**src/rtl/clkgen_i2c_pkg.sv**
```systemverilog
`timescale 1ns/1ps
package clkgen_i2c_pkg;

    localparam int unsigned DW     = 8;   // register width
    localparam int unsigned IW     = 8;   // index width
    localparam int unsigned NIB    = 4;   // auto-increment field width
    localparam int unsigned NREG   = 8;   // read/write register count
    localparam int unsigned LOCK_BIT = 1;

    localparam logic [IW-1:0] IDX_CMD  = 8'h08;
    localparam logic [IW-1:0] IDX_ID   = 8'h10;
    localparam logic [IW-1:0] IDX_REV  = 8'h11;
    localparam logic [IW-1:0] IDX_STAT = 8'h12;

    localparam logic [NIB-1:0] PLL_NIB = 4'h5;
    localparam logic [NIB-1:0] DLY_NIB = 4'hA;

    typedef enum logic [2:0] {
        S_IDLE, S_RX, S_ACK, S_TX, S_RACK, S_RNEXT
    } i2c_state_t;

    typedef enum logic [1:0] {
        K_DEV, K_IDX, K_DATA
    } byte_kind_t;

    function automatic logic [DW-1:0] shadow_reset(input int unsigned i);
        case (i)
            0:       return 8'h01;
            1:       return 8'h03;
            2:       return 8'hFF;
            3:       return 8'h0F;
            5:       return 8'h03;
            default: return 8'h00;
        endcase
    endfunction

endpackage

```
**src/rtl/i2c_pin_sync.sv**
```systemverilog
`timescale 1ns/1ps
module i2c_pin_sync #(
    parameter int unsigned STAGES = 2
) (
    input  logic clk,
    input  logic rst_n,
    input  logic scl_raw,
    input  logic sda_raw,
    output logic scl_rise,
    output logic scl_fall,
    output logic sda_lvl,
    output logic start_det,
    output logic stop_det
);
    logic [STAGES-1:0] scl_pipe, sda_pipe;
    logic              scl_q, sda_q;
    logic              scl_s, sda_s;

    always_ff @(posedge clk or negedge rst_n) begin
        if (!rst_n) begin
            scl_pipe <= '1;
            sda_pipe <= '1;
            scl_q    <= 1'b1;
            sda_q    <= 1'b1;
        end else begin
            scl_pipe <= {scl_pipe[STAGES-2:0], scl_raw};
            sda_pipe <= {sda_pipe[STAGES-2:0], sda_raw};
            scl_q    <= scl_s;
            sda_q    <= sda_s;
        end
    end

    assign scl_s     = scl_pipe[STAGES-1];
    assign sda_s     = sda_pipe[STAGES-1];
    assign sda_lvl   = sda_s;
    assign scl_rise  = scl_s & ~scl_q;
    assign scl_fall  = ~scl_s & scl_q;
    // SDA edges count as bus conditions only with SCL high on both samples
    assign start_det = scl_s & scl_q & sda_q & ~sda_s;
    assign stop_det  = scl_s & scl_q & ~sda_q & sda_s;

endmodule

```
**src/rtl/i2c_byte_fsm.sv**
```systemverilog
`timescale 1ns/1ps
module i2c_byte_fsm
    import clkgen_i2c_pkg::*;
#(
    parameter logic [6:0] DEV_ADDR_BASE = 7'h26
) (
    input  logic          clk,
    input  logic          rst_n,
    input  logic          scl_rise,
    input  logic          scl_fall,
    input  logic          sda_lvl,
    input  logic          start_det,
    input  logic          stop_det,
    input  logic          addr_sel,
    input  logic [DW-1:0] rd_data,
    output logic [IW-1:0] idx,
    output logic          wr_en,
    output logic [IW-1:0] wr_idx,
    output logic [DW-1:0] wr_data,
    output logic          sda_low
);
    localparam int unsigned CW = $clog2(DW + 1);
    localparam logic [CW-1:0] LAST_RX = CW'(DW);
    localparam logic [CW-1:0] LAST_TX = CW'(DW - 1);

    i2c_state_t    state, nxt;
    byte_kind_t    kind;
    logic [CW-1:0] bit_cnt;
    logic [DW-1:0] shreg, txreg;
    logic          rw;
    logic          addr_hit;
    logic [IW-1:0] idx_inc;

    assign addr_hit = (shreg[DW-1:1] == {DEV_ADDR_BASE[6:1], addr_sel});
    assign idx_inc  = {idx[IW-1:NIB], idx[NIB-1:0] + 1'b1};

    // next-state logic
    always_comb begin
        nxt = state;
        unique case (state)
            S_IDLE:  nxt = state;
            S_RX:    if (scl_fall && bit_cnt == LAST_RX)
                         nxt = (kind == K_DEV && !addr_hit) ? S_IDLE : S_ACK;
            S_ACK:   if (scl_fall) nxt = (kind == K_DEV && rw) ? S_TX : S_RX;
            S_TX:    if (scl_fall && bit_cnt == LAST_TX) nxt = S_RACK;
            S_RACK:  if (scl_rise) nxt = sda_lvl ? S_IDLE : S_RNEXT;
            S_RNEXT: if (scl_fall) nxt = S_TX;
            default: nxt = S_IDLE;
        endcase
        if (start_det)     nxt = S_RX;
        else if (stop_det) nxt = S_IDLE;
    end

    // state register
    always_ff @(posedge clk or negedge rst_n) begin
        if (!rst_n) state <= S_IDLE;
        else        state <= nxt;
    end

    // datapath and outputs
    always_ff @(posedge clk or negedge rst_n) begin
        if (!rst_n) begin
            kind    <= K_DEV;
            bit_cnt <= '0;
            shreg   <= '0;
            txreg   <= '0;
            rw      <= 1'b0;
            idx     <= '0;
            sda_low <= 1'b0;
            wr_en   <= 1'b0;
            wr_idx  <= '0;
            wr_data <= '0;
        end else begin
            wr_en <= 1'b0;
            if (start_det) begin
                kind    <= K_DEV;
                bit_cnt <= '0;
                sda_low <= 1'b0;
            end else if (stop_det) begin
                sda_low <= 1'b0;
            end else begin
                unique case (state)
                    S_RX: begin
                        if (scl_rise) begin
                            shreg   <= {shreg[DW-2:0], sda_lvl};
                            bit_cnt <= bit_cnt + 1'b1;
                        end
                        if (scl_fall && bit_cnt == LAST_RX) begin
                            unique case (kind)
                                K_DEV: begin
                                    rw      <= shreg[0];
                                    sda_low <= addr_hit;
                                end
                                K_IDX: begin
                                    idx     <= shreg;
                                    sda_low <= 1'b1;
                                end
                                default: begin
                                    wr_en   <= 1'b1;
                                    wr_idx  <= idx;
                                    wr_data <= shreg;
                                    idx     <= idx_inc;
                                    sda_low <= 1'b1;
                                end
                            endcase
                        end
                    end
                    S_ACK: if (scl_fall) begin
                        bit_cnt <= '0;
                        if (kind == K_DEV && rw) begin
                            txreg   <= rd_data;
                            sda_low <= ~rd_data[DW-1];
                        end else begin
                            sda_low <= 1'b0;
                            kind    <= (kind == K_DEV) ? K_IDX : K_DATA;
                        end
                    end
                    S_TX: if (scl_fall) begin
                        if (bit_cnt == LAST_TX) begin
                            sda_low <= 1'b0;
                        end else begin
                            bit_cnt <= bit_cnt + 1'b1;
                            txreg   <= {txreg[DW-2:0], 1'b0};
                            sda_low <= ~txreg[DW-2];
                        end
                    end
                    S_RACK: if (scl_rise && !sda_lvl) idx <= idx_inc;
                    S_RNEXT: if (scl_fall) begin
                        bit_cnt <= '0;
                        txreg   <= rd_data;
                        sda_low <= ~rd_data[DW-1];
                    end
                    default: begin end
                endcase
            end
        end
    end

    // the slave drives SDA only while acknowledging or sending
    p_drive_states_r2: assert property (@(posedge clk) disable iff (!rst_n)
        sda_low |-> (state == S_ACK || state == S_TX));

    // a written byte advances only the lower index nibble
    p_wr_nibble_r4: assert property (@(posedge clk) disable iff (!rst_n)
        wr_en |-> (wr_idx[IW-1:NIB] == idx[IW-1:NIB] &&
                   idx[NIB-1:0] == wr_idx[NIB-1:0] + 4'd1));

    // an acknowledged read byte advances only the lower index nibble
    p_rd_nibble_r4: assert property (@(posedge clk) disable iff (!rst_n)
        (state == S_RACK && nxt == S_RNEXT) |=>
            (idx == {$past(idx[IW-1:NIB]), $past(idx[NIB-1:0]) + 4'd1}));

    // a NACK from the master ends the read
    p_nack_ends_r3: assert property (@(posedge clk) disable iff (!rst_n)
        (state == S_RACK && scl_rise && sda_lvl && !start_det && !stop_det)
            |=> state == S_IDLE);

endmodule

```
**src/rtl/clkgen_reg_store.sv**
```systemverilog
`timescale 1ns/1ps
module clkgen_reg_store
    import clkgen_i2c_pkg::*;
#(
    parameter logic [DW-1:0] CHIP_ID  = 8'h17,
    parameter logic [DW-1:0] CHIP_REV = 8'h01
) (
    input  logic          clk,
    input  logic          rst_n,
    input  logic          wr_en,
    input  logic [IW-1:0] wr_idx,
    input  logic [DW-1:0] wr_data,
    input  logic [IW-1:0] rd_idx,
    input  logic          pll_locked,
    output logic [DW-1:0] rd_data,
    output logic [DW-1:0] ctl_out,
    output logic [DW-1:0] loop_out,
    output logic [DW-1:0] fb_lo_out,
    output logic [DW-1:0] fb_hi_out,
    output logic [DW-1:0] phase_out,
    output logic [DW-1:0] dly_out,
    output logic [DW-1:0] oe_out,
    output logic [DW-1:0] osc_out,
    output logic          pll_rst_pulse,
    output logic          dly_rst_pulse
);
    localparam int unsigned SELW = $clog2(NREG);

    logic [DW-1:0] shadow [NREG];
    logic          cmd_wr, pll_hit, dly_hit;

    always_ff @(posedge clk or negedge rst_n) begin
        if (!rst_n) begin
            for (int i = 0; i < NREG; i++) shadow[i] <= shadow_reset(i);
        end else begin
            for (int i = 0; i < NREG; i++)
                if (wr_en && wr_idx == IW'(i)) shadow[i] <= wr_data;
        end
    end

    assign cmd_wr  = wr_en && (wr_idx == IDX_CMD);
    assign pll_hit = cmd_wr && (wr_data[DW-1:NIB] == PLL_NIB);
    assign dly_hit = cmd_wr && (wr_data[NIB-1:0] == DLY_NIB);

    always_ff @(posedge clk or negedge rst_n) begin
        if (!rst_n) begin
            loop_out      <= shadow_reset(1);
            fb_lo_out     <= shadow_reset(2);
            fb_hi_out     <= shadow_reset(3);
            dly_out       <= shadow_reset(5);
            pll_rst_pulse <= 1'b0;
            dly_rst_pulse <= 1'b0;
        end else begin
            pll_rst_pulse <= pll_hit;
            dly_rst_pulse <= dly_hit;
            if (pll_hit) begin
                loop_out  <= shadow[1];
                fb_lo_out <= shadow[2];
                fb_hi_out <= shadow[3];
            end
            if (dly_hit) dly_out <= shadow[5];
        end
    end

    always_comb begin
        rd_data = '0;
        if (rd_idx[IW-1:SELW] == '0) begin
            rd_data = shadow[rd_idx[SELW-1:0]];
        end else begin
            case (rd_idx)
                IDX_ID:   rd_data = CHIP_ID;
                IDX_REV:  rd_data = CHIP_REV;
                IDX_STAT: rd_data[LOCK_BIT] = pll_locked;
                default:  rd_data = '0;
            endcase
        end
    end

    assign ctl_out   = shadow[0];
    assign phase_out = shadow[4];
    assign oe_out    = shadow[6];
    assign osc_out   = shadow[7];

    // strobes are one clock wide
    p_pll_once_r11: assert property (@(posedge clk) disable iff (!rst_n)
        pll_rst_pulse |=> !pll_rst_pulse);
    p_dly_once_r11: assert property (@(posedge clk) disable iff (!rst_n)
        dly_rst_pulse |=> !dly_rst_pulse);

    // loop strobe coincides with the working loop copies matching shadows
    p_pll_copy_r7: assert property (@(posedge clk) disable iff (!rst_n)
        pll_rst_pulse |-> (loop_out == shadow[1] && fb_lo_out == shadow[2] &&
                           fb_hi_out == shadow[3]));

    // delay strobe coincides with the working delay copy matching its shadow
    p_dly_copy_r8: assert property (@(posedge clk) disable iff (!rst_n)
        dly_rst_pulse |-> dly_out == shadow[5]);

    // working copies hold without a load
    p_loop_hold_r6: assert property (@(posedge clk) disable iff (!rst_n)
        !pll_rst_pulse |-> ($stable(loop_out) && $stable(fb_lo_out) && $stable(fb_hi_out)));
    p_dly_hold_r6: assert property (@(posedge clk) disable iff (!rst_n)
        !dly_rst_pulse |-> $stable(dly_out));

endmodule

```
**src/rtl/clkgen_i2c_regbank.sv**
```systemverilog
`timescale 1ns/1ps
module clkgen_i2c_regbank
    import clkgen_i2c_pkg::*;
#(
    parameter int unsigned   SYNC_STAGES   = 2,
    parameter logic [6:0]    DEV_ADDR_BASE = 7'h26,
    parameter logic [DW-1:0] CHIP_ID       = 8'h17,
    parameter logic [DW-1:0] CHIP_REV      = 8'h01
) (
    input  logic          clk,
    input  logic          rst_n,
    input  logic          scl_in,
    input  logic          sda_in,
    input  logic          addr_sel,
    input  logic          pll_locked,
    output logic          sda_low,
    output logic [DW-1:0] ctl_out,
    output logic [DW-1:0] loop_out,
    output logic [DW-1:0] fb_lo_out,
    output logic [DW-1:0] fb_hi_out,
    output logic [DW-1:0] phase_out,
    output logic [DW-1:0] dly_out,
    output logic [DW-1:0] oe_out,
    output logic [DW-1:0] osc_out,
    output logic          pll_rst_pulse,
    output logic          dly_rst_pulse
);
    logic          scl_rise, scl_fall, sda_lvl, start_det, stop_det;
    logic [IW-1:0] idx, wr_idx;
    logic [DW-1:0] wr_data, rd_data;
    logic          wr_en;

    i2c_pin_sync #(.STAGES(SYNC_STAGES)) u_sync (
        .clk       (clk),
        .rst_n     (rst_n),
        .scl_raw   (scl_in),
        .sda_raw   (sda_in),
        .scl_rise  (scl_rise),
        .scl_fall  (scl_fall),
        .sda_lvl   (sda_lvl),
        .start_det (start_det),
        .stop_det  (stop_det)
    );

    i2c_byte_fsm #(.DEV_ADDR_BASE(DEV_ADDR_BASE)) u_fsm (
        .clk       (clk),
        .rst_n     (rst_n),
        .scl_rise  (scl_rise),
        .scl_fall  (scl_fall),
        .sda_lvl   (sda_lvl),
        .start_det (start_det),
        .stop_det  (stop_det),
        .addr_sel  (addr_sel),
        .rd_data   (rd_data),
        .idx       (idx),
        .wr_en     (wr_en),
        .wr_idx    (wr_idx),
        .wr_data   (wr_data),
        .sda_low   (sda_low)
    );

    clkgen_reg_store #(.CHIP_ID(CHIP_ID), .CHIP_REV(CHIP_REV)) u_store (
        .clk           (clk),
        .rst_n         (rst_n),
        .wr_en         (wr_en),
        .wr_idx        (wr_idx),
        .wr_data       (wr_data),
        .rd_idx        (idx),
        .pll_locked    (pll_locked),
        .rd_data       (rd_data),
        .ctl_out       (ctl_out),
        .loop_out      (loop_out),
        .fb_lo_out     (fb_lo_out),
        .fb_hi_out     (fb_hi_out),
        .phase_out     (phase_out),
        .dly_out       (dly_out),
        .oe_out        (oe_out),
        .osc_out       (osc_out),
        .pll_rst_pulse (pll_rst_pulse),
        .dly_rst_pulse (dly_rst_pulse)
    );

endmodule

```
**config.mk**
```make
export PLATFORM = sky130hd
export DESIGN_NAME = clkgen_i2c_regbank
export DESIGN_NICKNAME = d
export VERILOG_FILES = /design/src/rtl/clkgen_i2c_pkg.sv /design/src/rtl/i2c_pin_sync.sv /design/src/rtl/i2c_byte_fsm.sv /design/src/rtl/clkgen_reg_store.sv /design/src/rtl/clkgen_i2c_regbank.sv
export SDC_FILE = /design/constraint.sdc
export NUM_CORES = 1
export LEC_CHECK = 0
export ABC_AREA = 1
export BUFFER_PORTS_ARGS = -buffer_cell sky130_fd_sc_hd__buf_2
export CORE_UTILIZATION = 45
export CTS_CLUSTER_SIZE = 20
export DETAILED_ROUTE_END_ITERATION = 6
export PLACE_DENSITY = 0.74
export SETUP_SLACK_MARGIN = 0.2
export SYNTH_ARGS = -nofsm -noshare
export SYNTH_HDL_FRONTEND = slang
export SYNTH_SLANG_ARGS = --single-unit
```
**constraint.sdc**
```tcl
create_clock -name clk -period 2.7 [get_ports clk]
set_input_delay 0.27 -clock clk [delete_from_list [all_inputs] [get_ports clk]]
set_output_delay 0.27 -clock clk [all_outputs]
set_load 0.05 [all_outputs]
```
==> key figures, run 1 <==
Detailed routing
  • DR iter-0 viols: 513
  • Via-to-Cell Ratio: 5.10
  • Post-route ant nets: 0
  • Vias: 5881
  • Drt first pass iters: 5
  • Post-DR wirelength/cell: 15.0 um
  • Residual DRC: 0
  • Total wire length: 17.3 mm

STA
  • Setup Skew: 0.0109 ns
  • Final Max Slew Viols: 0
  • Final setup viols: 0
  • Final Cycle Share: 74.9%
  • Peak Freq: 0.495 GHz
  • Worst slew margin: 53.1%
  • Setup tns final: 0 ns
  • Min Clock Period, post-route: 2.02 ns
  • Worst-margin pin slew: 0.702 ns
  • Final Hold Vio Count: 0
  • RSZ-0062 raised after global routing: false

Worst setup path
  • Worst Reg2Reg Path Length in Cells: 6
  • Critical Path Fanout Max: 32
  • Crit end category: register
  • Critical path's slowest cell: dfstp_2
  • Crit path cell chain: inv_1 > nor2_2 > nand3_1 > nor2_1 > nand3_2 > o21ai_1
  • Crit-path max cell delay: 0.54 ns
  • Worst setup SP type: register
  • R2R Path Start: u_sync.scl_q$_DFF_PN1_
  • Register-to-register setup slack: 0.68 ns
  • R2r endpoint: u_fsm.wr_data[7]$_DFFE_PN0P_
  • Crit Path Class: register to register
  • Req. time, crit path: 3.02 ns
  • Critical Path AT: 2.34 ns

Logic synthesis
  • Syn_area_per_cell: 8.21 um2
  • Sequential fraction of the synthesis area: 53.8%
  • Distinct cells, synth: 32
  • Primary FF master, synth: dfrtp_1
  • Mapped Area: 7300 um2
  • Post-synth top area cell: dfrtp_1
  • Number of synthesized flops with an enable pin: 0
  • Async set-or-reset flop fraction in the synthesized netlist: 100%
  • YS warnings: 0
  • Synth Net Count: 901
  • Yosys top cell area share: 39.8%
  • Gate Count Post-Synth: 889
  • Top cells by area, synth: dfrtp_1 40%, nand2_1 15%, dfstp_2 14%
  • Synthesized flop and latch total: 155

CTS
  • Htree depth: 4
  • Reg clk slew, reported paths: 0.06 ns
  • Resized Gates After CTS: 0
  • Number of setup buffers added after CTS: 0
  • Max clock buf depth: 2
  • CTS tree: built
  • Root buf cell: clkbuf_16
  • Clock Latency Late Sink: 0.43 ns
  • CTS Buf Count: 17
  • CTS Sinks: 155
  • # hold bufs at CTS: 3

Power
  • Power Total: 0.00617 W
  • Switching pwr: 0.00201 W
  • Switching part of the total: 32.5%
  • LEAKAGE: 3.89 nW
  • Flop pwr share: 42.0%
  • Combinational share of power: 21.9%
  • Peak VDD IR: 0.497 mV
  • Clock power share: 36.1%
  • Pint: 0.00417 W
  • Cell area power density: 756 nW/um2

Final layout
  • Layout cells sized above 1: 17.4%
  • Diode count: 0
  • Fill count: 1527
  • Fin nets: 937
  • Synth-to-Final Area Change: 12.0%

GRT
  • First-pass GRT wire length: 28.2 mm
  • Maximum number of pins on one net before global-route repair: 83
  • Final global-route overflow total: 0
  • Vias in the first global route: 5442
  • Initial antenna violation count: 0
  • GRT Total Usage: 22.2%

Status
  • Outcome: finished, final reports clean

Placed design
  • Routability Congestion: 0.958
  • DP HPWL: 11.8 mm
  • I/O Buffers: 72

Die
  • Core area: 15900 um2
  • Die area: 16700 um2
  • Ports: 73
  • Die X: 129 um
  • DIE HEIGHT: 129 um
  • Starting Density: 45.9%
  • Row cnt: 46

Min path
  • Hold/Removal Path Class: primary input to async pin

Job
  • Max-Cap Viols: 0
placed cells by master (no fill, tap or decap), types with 2 or more instances in the layout:
master         Yosys  routed
nand2_2            2       2
a21oi_1           12      12
ha_1               6       6
clkbuf_16          0      17
o21ai_0          131     131
dfrtp_1          116     116
nor2_1            46      46
buf_4             32       4
clkinvlp_4         0       4
o21ai_1           19      19
clkbuf_1           8       3
nor4_1             3       3
inv_1             77      77
nand3_1           51      51
buf_2             22      71
dfstp_2           39      39
nand2_1          286     286
a31oi_1            3       3
nand3_2            3       3
clkinv_2           0       4
nor2_2             6       6
inv_2              5       5
clkinv_4           0       2
o211ai_1           7       7
nand4_1            3       3
xor2_1             2       2
dlygate4sd3_1      0       3
state kept, by name, summed over array words and instances, names as in the netlist, 2 cells and up:
signal / flops
u_store.ctl_out: 8
u_fsm.state: 3
u_fsm.shreg: 8
u_fsm.bit_cnt: 4
u_store.oe_out: 8
u_fsm.kind: 2
u_store.osc_out: 8
u_store.phase_out: 8
u_store.fb_lo_out: 8
u_store.fb_hi_out: 8
u_sync.sda_pipe: 2
u_sync.scl_pipe: 2
u_fsm.wr_data: 8
u_fsm.txreg: 7
u_store.shadow: 32
u_store.dly_out: 8
u_store.loop_out: 8
u_fsm.wr_idx: 8
u_fsm.idx: 8
stage by stage:
stage / hold slack (ns) / area (um2) / std cells / setup WS (ns) / util (%)
5_1_grt: 0.341 / 8170 / 1154 / 0.447 / 51.4
6_report: 0.305 / 8170 / 1154 / 0.678 / 51.4
2_1_floorplan: -0.0256 / 7300 / 889 / 1.21 / -
3_3_place_gp: 0.196 / 7590 / 1119 / 0.829 / 47.8
3_5_place_dp: 0.200 / 7590 / 1119 / 0.764 / 47.8
4_1_cts: 0.309 / 8170 / 1154 / 0.683 / 51.4
synth_stat cells, types with 2 or more instances:
library cell and n:
a21oi_1 12, a31oi_1 3, buf_2 22, buf_4 32, clkbuf_1 8, dfrtp_1 116, dfstp_2 39, ha_1 6
inv_1 77, inv_2 5, nand2_1 286, nand2_2 2, nand3_1 51, nand3_2 3, nand4_1 3, nor2_1 46
nor2_2 6, nor4_1 3, o211ai_1 7, o21ai_0 131, o21ai_1 19, xor2_1 2
logic make-up (layout without fill, tap and decap cells):
family                     count (synthesis)  count (layout)  synth area share (%)
adders and majority gates                  6               6                  1.03
xor gates and xnor gates                   3               3                 0.360
DFF                                      155             155                  53.8
AOI/OAI and AO/OA                        174             174                  12.3
and+or+nand+nor                          405             405                  22.9
buffers and inverters                    146             195                  9.63
layer usage:
metal | up-vias | share of wire (%) | GRT usage (%)
li1 | 2891 | - | -
met1 | 2795 | 45 | 29.2
met2 | 166 | 47 | 35.3
met3 | 29 | 4.9 | 4.91
met4 | 0 | 2.6 | 9.90
met5 | - | 0 | 0
worst max path at each step:
stage | start | end | slack, ns | cells past startpoint
after floorplan | u_fsm.idx[0]$_DFFE_PN0P_ | u_fsm.txreg[1]$_DFFE_PN0P_ | 1.21 | 10
after global placement | u_sync.scl_q$_DFF_PN1_ | u_fsm.wr_idx[0]$_DFFE_PN0P_ | 0.83 | 7
after detailed placement | u_sync.scl_q$_DFF_PN1_ | u_fsm.wr_idx[0]$_DFFE_PN0P_ | 0.76 | 7
after CTS | u_sync.scl_q$_DFF_PN1_ | u_fsm.wr_data[7]$_DFFE_PN0P_ | 0.68 | 6
after global routing | u_sync.scl_q$_DFF_PN1_ | u_fsm.wr_data[7]$_DFFE_PN0P_ | 0.45 | 6
final | u_sync.scl_q$_DFF_PN1_ | u_fsm.wr_data[7]$_DFFE_PN0P_ | 0.68 | 6
final cells by class:
| cell class | instances | area [um2] | share of cell area (%) |
|---|---|---|---|
| inverter | 83 | 312 | 3.81 |
| multi-input combinational | 588 | 2670 | 32.6 |
| clock inverter | 11 | 97.6 | 1.19 |
| timing repair buffer | 80 | 447 | 5.47 |
| clock buffer | 21 | 450 | 5.51 |
| sequential | 155 | 3930 | 48.1 |
| tap | 216 | 270 | 3.31 |
power by group through the flow:
stage               Clock (W)  Sequential (W)  Combinational, W
floorplan                   0         0.00262          0.000951
global placement            0         0.00262           0.00132
detailed placement          0         0.00263           0.00133
CTS                   0.00226         0.00259           0.00134
global route          0.00236         0.00262           0.00154
finish                0.00223         0.00259           0.00135
worst max-delay path: cells and delay by family (launching register included):
kind            cells  cell delay (ns)
flops               1             0.54
buf+inv             1             0.05
compound gates      1             0.34
simple gates        4             0.99
Power figures use the tool's default switching activity.
==> run 2, diff against run 1 <==
Clock period 2.7 ns to 2.05 ns, I/O delays scaled along.
==> run 2 against run 1 <==
Effect of this change: non-clock buffer count increased by 12; die area unchanged; via count decreased by 0.27%; largest cell class unchanged.
==> key figures, run 2 (synthesized netlist as in run 1, its figures left out) <==
Detailed routing
  • Post-route ant nets: 0 (unchanged)
  • Post-DR wirelength/cell: 14.6 um (was 15.0 um)
  • DR iter-0 viols: 538 (was 513)
  • Residual DRC: 0 (unchanged)
  • Drt first pass iters: 5 (unchanged)
  • Total wire length: 17.0 mm (was 17.3 mm)
  • Vias: 5865 (was 5881)
  • Via-to-Cell Ratio: 5.03 (was 5.10)

GRT
  • First-pass GRT wire length: 27.9 mm (was 28.2 mm)
  • Initial antenna violation count: 0 (unchanged)
  • Vias in the first global route: 5511 (was 5442)
  • Final global-route overflow total: 0 (unchanged)
  • GRT Total Usage: 21.9% (was 22.2%)
  • Maximum number of pins on one net before global-route repair: 52 (was 83)

Die
  • Core area: 15900 um2 (unchanged)
  • Row cnt: 46 (unchanged)
  • Die X: 129 um (unchanged)
  • DIE HEIGHT: 129 um (unchanged)
  • Die area: 16700 um2 (unchanged)
  • Starting Density: 45.9% (unchanged)
  • Ports: 73 (unchanged)

Final layout
  • Fin nets: 949 (was 937)
  • Commonest non-fill, non-tap cell in the layout: nand2_1 (unchanged)
  • Most frequent cells in the layout: 284 x nand2_1, 131 x o21ai_0, 116 x dfrtp_1 (was 286 x nand2_1, 131 x o21ai_0, 116 x dfrtp_1)
  • Largest Register: u_store.shadow (unchanged)
  • Synth-to-Final Area Change: 14.9% (was 12.0%)
  • Max reg flops: 32 (unchanged)
  • Diode count: 0 (unchanged)
  • Layout cells sized above 1: 19.1% (was 17.4%)

Placed design
  • Routability Congestion: 0.915 (was 0.958)
  • I/O Buffers: 72 (unchanged)
  • Placement Setup Slack: 0.276 ns (was 0.764 ns)
  • DP HPWL: 12.0 mm (was 11.8 mm)

CTS
  • Htree depth: 4 (unchanged)
  • CTS Buf Count: 17 (unchanged)
  • CTS Sinks: 155 (unchanged)
  • Reg clk slew, reported paths: 0.06 ns (about the same)
  • Clock Latency Late Sink: 0.43 ns (about the same)
  • Max clock buf depth: 2 (unchanged)
  • CTS tree: built (unchanged)
  • Root buf cell: clkbuf_16 (unchanged)

STA
  • Final setup viols: 0 (unchanged)
  • RSZ-0062 raised after global routing: true (was false)
  • Final Hold Vio Count: 0 (unchanged)
  • Worst slew margin: 67.3% (was 53.1%)
  • Final hold slack: 0.298 ns (was 0.305 ns)
  • Final WS setup: 0.315 ns (was 0.678 ns)
  • Peak Freq: 0.576 GHz (was 0.495 GHz)
  • Final Max Slew Viols: 0 (unchanged)
  • Worst-margin pin slew: 0.489 ns (was 0.702 ns)
  • Min Clock Period, post-route: 1.74 ns (was 2.02 ns)
  • Setup tns final: 0 ns (unchanged)
  • Final Cycle Share: 84.6% (was 74.9%)
  • Setup Skew: 0.00964 ns (was 0.0109 ns)

Status
  • Outcome: finished, final reports clean (unchanged)

Power
  • Cell area power density: 1010 nW/um2 (was 756 nW/um2)
  • Power Total: 0.00847 W (was 0.00617 W)
  • LEAKAGE: 3.99 nW (was 3.89 nW)
  • Peak VDD IR: 0.958 mV (was 0.497 mV)

Worst setup path
  • Crit end category: register (unchanged)
  • Crit Path Class: register to register (unchanged)
  • Req. time, crit path: 2.42 ns (was 3.02 ns)
  • Critical Path AT: 2.10 ns (was 2.34 ns)
  • Worst setup SP type: register (unchanged)
  • Critical Path Fanout Max: 39 (was 32)

Min path
  • Hold/Removal Path Class: primary input to async pin (unchanged)

Job
  • Max-Cap Viols: 0 (unchanged)
==> run 2: cell count changes in the layout (fill, tap and decap cells not counted), sizes merged <==
cell      delta
bufinv       +1
clkinv       -4
inv          +5
buf         +12
clkinvlp     +1
clkbuf       -3
==> run 2: cell type report <==
cell class / count / area (um2)
multi-input combinational: 588 / 2690
timing repair buffer: 92 / 578
sequential: 155 / 3930
clock buffer: 18 / 450
clock inverter: 14 / 155
fill: 1479 / 7500
inverter: 83 / 315
tap: 216 / 270
==> run 2: power breakdown <==
group	switching, W	total (W)	internal [W]
registers	0.000156	0.00341	0.00325
clock network	0.00132	0.00320	0.00189
logic	0.00123	0.00186	0.000626
total	0.00270	0.00847	0.00577
==> run 2: worst paths after layout <==
check                                             start                               end  slack, ns  cells after the start
min                                               rst_n      u_fsm.bit_cnt[1]$_DFFE_PN0P_       0.30                      2
min reg2reg                u_sync.scl_pipe[0]$_DFF_PN1_      u_sync.scl_pipe[1]$_DFF_PN1_       0.36                      0
max in group asynchronous                         rst_n  u_store.fb_hi_out[3]$_DFFE_PN1P_       1.04                      3
min in group clk                             pll_locked        u_fsm.txreg[1]$_DFFE_PN0P_       0.33                      7
max                        u_fsm.wr_data[5]$_DFFE_PN0P_   u_store.loop_out[0]$_DFFE_PN1P_       0.31                      6
max reg2reg                u_fsm.wr_data[5]$_DFFE_PN0P_   u_store.loop_out[0]$_DFFE_PN1P_       0.31                      6
==> run 2: through the flow <==
| step | instances | util, % | area, um2 |
|---|---|---|---|
| 2_1_floorplan | 889 | - | 7300 |
| 3_3_place_gp | 1131 | 48.6 | 7720 |
| 3_5_place_dp | 1131 | 48.6 | 7720 |
| 4_1_cts | 1166 | 52.6 | 8360 |
| 5_1_grt | 1166 | 52.8 | 8380 |
| 6_report | 1166 | 52.8 | 8380 |
==> run 2: worst max-delay path: stages, from the launching register on <==
cell and delay, ns:
dfrtp_1 0.39, nor4_1 0.44, nand3_1 0.20, buf_12 0.21
inv_1 0.25, nand2_1 0.10, nand2_1 0.08
==> run 2: timing repair <==
| action | in CTS | in global routing |
|---|---|---|
| hold endpoints to repair | 26 | 0 |
| endpoints found under the setup margin | 0 | 30 |
| hold buffers | 3 | 0 |
| setup buffers | 0 | 0 |
| resized for setup | 0 | 7 |
==> run 2: metal layers <==
metal | vias up | wire length [um] | GRT usage [%]
li1 | 2929 | - | -
met1 | 2756 | 7840 | 29.2
met2 | 151 | 7860 | 34.4
met3 | 29 | 853 | 4.95
met4 | 0 | 429 | 9.20
met5 | - | 0 | 0
==> run 3, diff against run 2 <==
Settings changed: PLACE_DENSITY 0.74 to 0.76.
Clock period 2.05 ns to 1.4 ns, I/O delays scaled along.
==> run 3 against run 2 <==
Effect of this change: the run now ends with setup timing left; setup slack lost 0.62 ns; power grew 64%; fmax grew 2.0%; core utilization grew 15 points; clock skew is essentially flat; combinational power grew 120%; die area is the same; final cell count grew 9.6%; count of clock-buffer cells in the layout grew 2; sequential power grew 47%; first-iteration DRC count grew 110%; flip-flop and latch count is the same; largest power group unchanged; highest routed layer unchanged.
==> key figures, run 3 (synthesized netlist as in run 1, its figures left out) <==
Placed design
  • Area post-placement: 8310 um2 (was 7720 um2)
  • DP HPWL: 12.5 mm (was 12.0 mm)
  • Routability Congestion: 0.864 (was 0.915)
  • Placement Setup Slack: -0.172 ns (was 0.276 ns)
  • I/O Buffers: 72 (unchanged)

Worst setup path
  • Critical Path Fanout Max: 22 (was 39)
  • Critical path's slowest cell: dfrtp_2 (was nor4_1)
  • Crit Path Class: register to register (unchanged)
  • Worst Reg2Reg Path Length in Cells: 7 (was 6)
  • Req. time, crit path: 1.74 ns (was 2.42 ns)
  • Crit end category: register (unchanged)
  • Worst setup SP type: register (unchanged)
  • Register-to-register setup slack: -0.30 ns (was 0.31 ns)
  • WP buf/inv: 1 (was 2)
  • Crit-path max cell delay: 0.47 ns (was 0.44 ns)
  • R2R Path Start: u_fsm.idx[0]$_DFFE_PN0P_ (was u_fsm.wr_data[5]$_DFFE_PN0P_)
  • CP most frequent cell: nand2_1 (unchanged)
  • R2r endpoint: u_fsm.txreg[3]$_DFFE_PN0P_ (was u_store.loop_out[0]$_DFFE_PN1P_)
  • Family with the most delay on the worst path: simple AND/OR/NAND/NOR gates (unchanged)
  • Crit path cell chain: clkbuf_16 > o21ai_0 > nand3_1 > nand3_1 > nand2_1 > nand2_1 > nand2_1 (was nor4_1 > nand3_1 > buf_12 > inv_1 > nand2_1 > nand2_1)
  • Critical Path AT: 2.04 ns (was 2.10 ns)

Final layout
  • Fill count: 1053 (was 1479)
  • Area taken by multi-input logic gates: 3560 um2 (was 2690 um2)
  • Diode count: 0 (unchanged)
  • Synth-to-Final Area Change: 46.7% (was 14.9%)
  • Storage element area: 3940 um2 (was 3930 um2)
  • Commonest non-fill, non-tap cell in the layout: nand2_1 (unchanged)
  • Max reg flops: 32 (unchanged)
  • Largest Register: u_store.shadow (unchanged)
  • Layout cells sized above 1: 42.8% (was 19.1%)
  • Post-route cell area: 10700 um2 (was 8380 um2)
  • Most frequent cells in the layout: 208 x nand2_1, 110 x dfrtp_1, 99 x buf_4 (was 284 x nand2_1, 131 x o21ai_0, 116 x dfrtp_1)
  • Fin nets: 1061 (was 949)

Job
  • Max-Cap Viols: 0 (unchanged)

STA
  • Final Cycle Share: 122% (was 84.6%)
  • Final Max Slew Viols: 0 (unchanged)
  • Min Clock Period, post-route: 1.70 ns (was 1.74 ns)
  • Final setup viols: 136 (was 0)
  • Setup Skew: 0.00990 ns (was 0.00964 ns)
  • Peak Freq: 0.588 GHz (was 0.576 GHz)
  • Worst-margin pin slew: 0.574 ns (was 0.489 ns)
  • RSZ-0062 raised after global routing: true (unchanged)
  • Final Hold Vio Count: 0 (unchanged)
  • Final WS setup: -0.302 ns (was 0.315 ns)
  • Worst slew margin: 61.7% (was 67.3%)

Status
  • Outcome: finished, violations left (was finished, final reports clean)
  • Violated checks: setup timing

GRT
  • Final global-route overflow total: 0 (unchanged)
  • Vias in the first global route: 6903 (was 5511)
  • Maximum number of pins on one net before global-route repair: 45 (was 52)
  • First-pass GRT wire length: 35.7 mm (was 27.9 mm)
  • GRT Total Usage: 28.4% (was 21.9%)
  • Initial antenna violation count: 0 (unchanged)

Detailed routing
  • Drt first pass iters: 7 (was 5)
  • Vias: 7458 (was 5865)
  • DR iter-0 viols: 1125 (was 538)
  • Post-DR wirelength/cell: 20.8 um (was 14.6 um)
  • Residual DRC: 0 (unchanged)
  • Post-route ant nets: 0 (unchanged)
  • Via-to-Cell Ratio: 5.84 (was 5.03)
  • Total wire length: 26.6 mm (was 17.0 mm)

Power
  • Peak VDD IR: 1.12 mV (was 0.958 mV)
  • Cell area power density: 1300 nW/um2 (was 1010 nW/um2)
  • LEAKAGE: 4.74 nW (was 3.99 nW)
  • Combinational share of power: 28.9% (was 21.9%)
  • Pint: 0.00905 W (was 0.00577 W)
  • Switching part of the total: 34.8% (was 31.9%)
  • Clock power share: 35.0% (was 37.8%)
  • Flop pwr share: 36.1% (was 40.3%)
  • Switching pwr: 0.00484 W (was 0.00270 W)

Min path
  • Hold/Removal Path Class: primary input to async pin (unchanged)

Die
  • Starting Density: 45.9% (unchanged)
  • Die X: 129 um (unchanged)
  • Ports: 73 (unchanged)
  • DIE HEIGHT: 129 um (unchanged)
  • Row cnt: 46 (unchanged)
  • Core area: 15900 um2 (unchanged)
  • Die area: 16700 um2 (unchanged)

CTS
  • Htree depth: 4 (unchanged)
  • CTS Buf Count: 17 (unchanged)
  • Clock Latency Late Sink: 0.45 ns (was 0.43 ns)
  • CTS Sinks: 155 (unchanged)
  • CTS tree: built (unchanged)
  • Max clock buf depth: 2 (unchanged)
  • Root buf cell: clkbuf_16 (unchanged)
  • Reg clk slew, reported paths: 0.07 ns (was 0.06 ns)
-- run 3: power by group through the flow --
stage | Combinational [W] | Clock, W | Sequential [W]
floorplan | 0.00192 | 0 | 0.00505
global placement | 0.00314 | 0 | 0.00503
detailed placement | 0.00320 | 0 | 0.00504
CTS | 0.00343 | 0.00481 | 0.00497
global route | 0.00426 | 0.00506 | 0.00504
finish | 0.00401 | 0.00487 | 0.00501
-- run 3: cell type report --
cell class / instances / share of cell area (%)
sequential: 155 / 36.8
multi-input combinational: 595 / 33.3
timing repair buffer: 196 / 18.7
clock buffer: 20 / 4.27
inverter: 83 / 3.00
tap: 216 / 2.52
clock inverter: 12 / 1.39
timing repair inverter: 1 / 0.0701
-- run 3: how the worst max path moves through the flow --
stage / from / endpoint / slack, ns / depth (start not counted)
5_1_grt: u_fsm.idx[0]$_DFFE_PN0P_ / u_fsm.txreg[3]$_DFFE_PN0P_ / -0.39 / 7
3_3_place_gp: u_sync.scl_q$_DFF_PN1_ / u_fsm.idx[5]$_DFFE_PN0P_ / -0.12 / 8
2_1_floorplan: u_sync.scl_q$_DFF_PN1_ / u_fsm.wr_idx[2]$_DFFE_PN0P_ / -0.02 / 8
6_report: u_fsm.idx[0]$_DFFE_PN0P_ / u_fsm.txreg[3]$_DFFE_PN0P_ / -0.30 / 7
3_5_place_dp: u_sync.scl_q$_DFF_PN1_ / u_fsm.bit_cnt[1]$_DFFE_PN0P_ / -0.17 / 9
4_1_cts: u_fsm.idx[0]$_DFFE_PN0P_ / u_fsm.txreg[1]$_DFFE_PN0P_ / -0.09 / 9
-- run 3: timing repair --
action,4_1_cts,5_1_grt
pin swaps,35,22
buffers inserted,26,9
endpoints found under the setup margin,201,209
hold buffers,3,0
gates resized for setup,291,151
gates cloned,12,2
endpoints found under the hold margin,85,0
-- run 3: per-stage QoR --
stage          hold WS (ns)  total power, W  std cells  utilization, %  setup TNS (ns)
3_5_place_dp         0.0770         0.00824       1194            52.3           -5.37
6_report              0.172          0.0139       1278            67.4          -14.31
4_1_cts               0.193          0.0132       1267            63.8           -3.17
3_3_place_gp         0.0758         0.00817       1194            52.3           -3.73
5_1_grt               0.204          0.0144       1278            67.4          -23.54
2_1_floorplan        -0.156         0.00697        889               -          -0.338
-- run 3: layer usage --
layer	global-route usage, %	up-vias	wire [um]
met5	0	-	0
met4	16.7	0	1800
met3	7.80	163	2800
met2	46.2	541	12600
met1	33.8	3572	9410
li1	-	3182	-
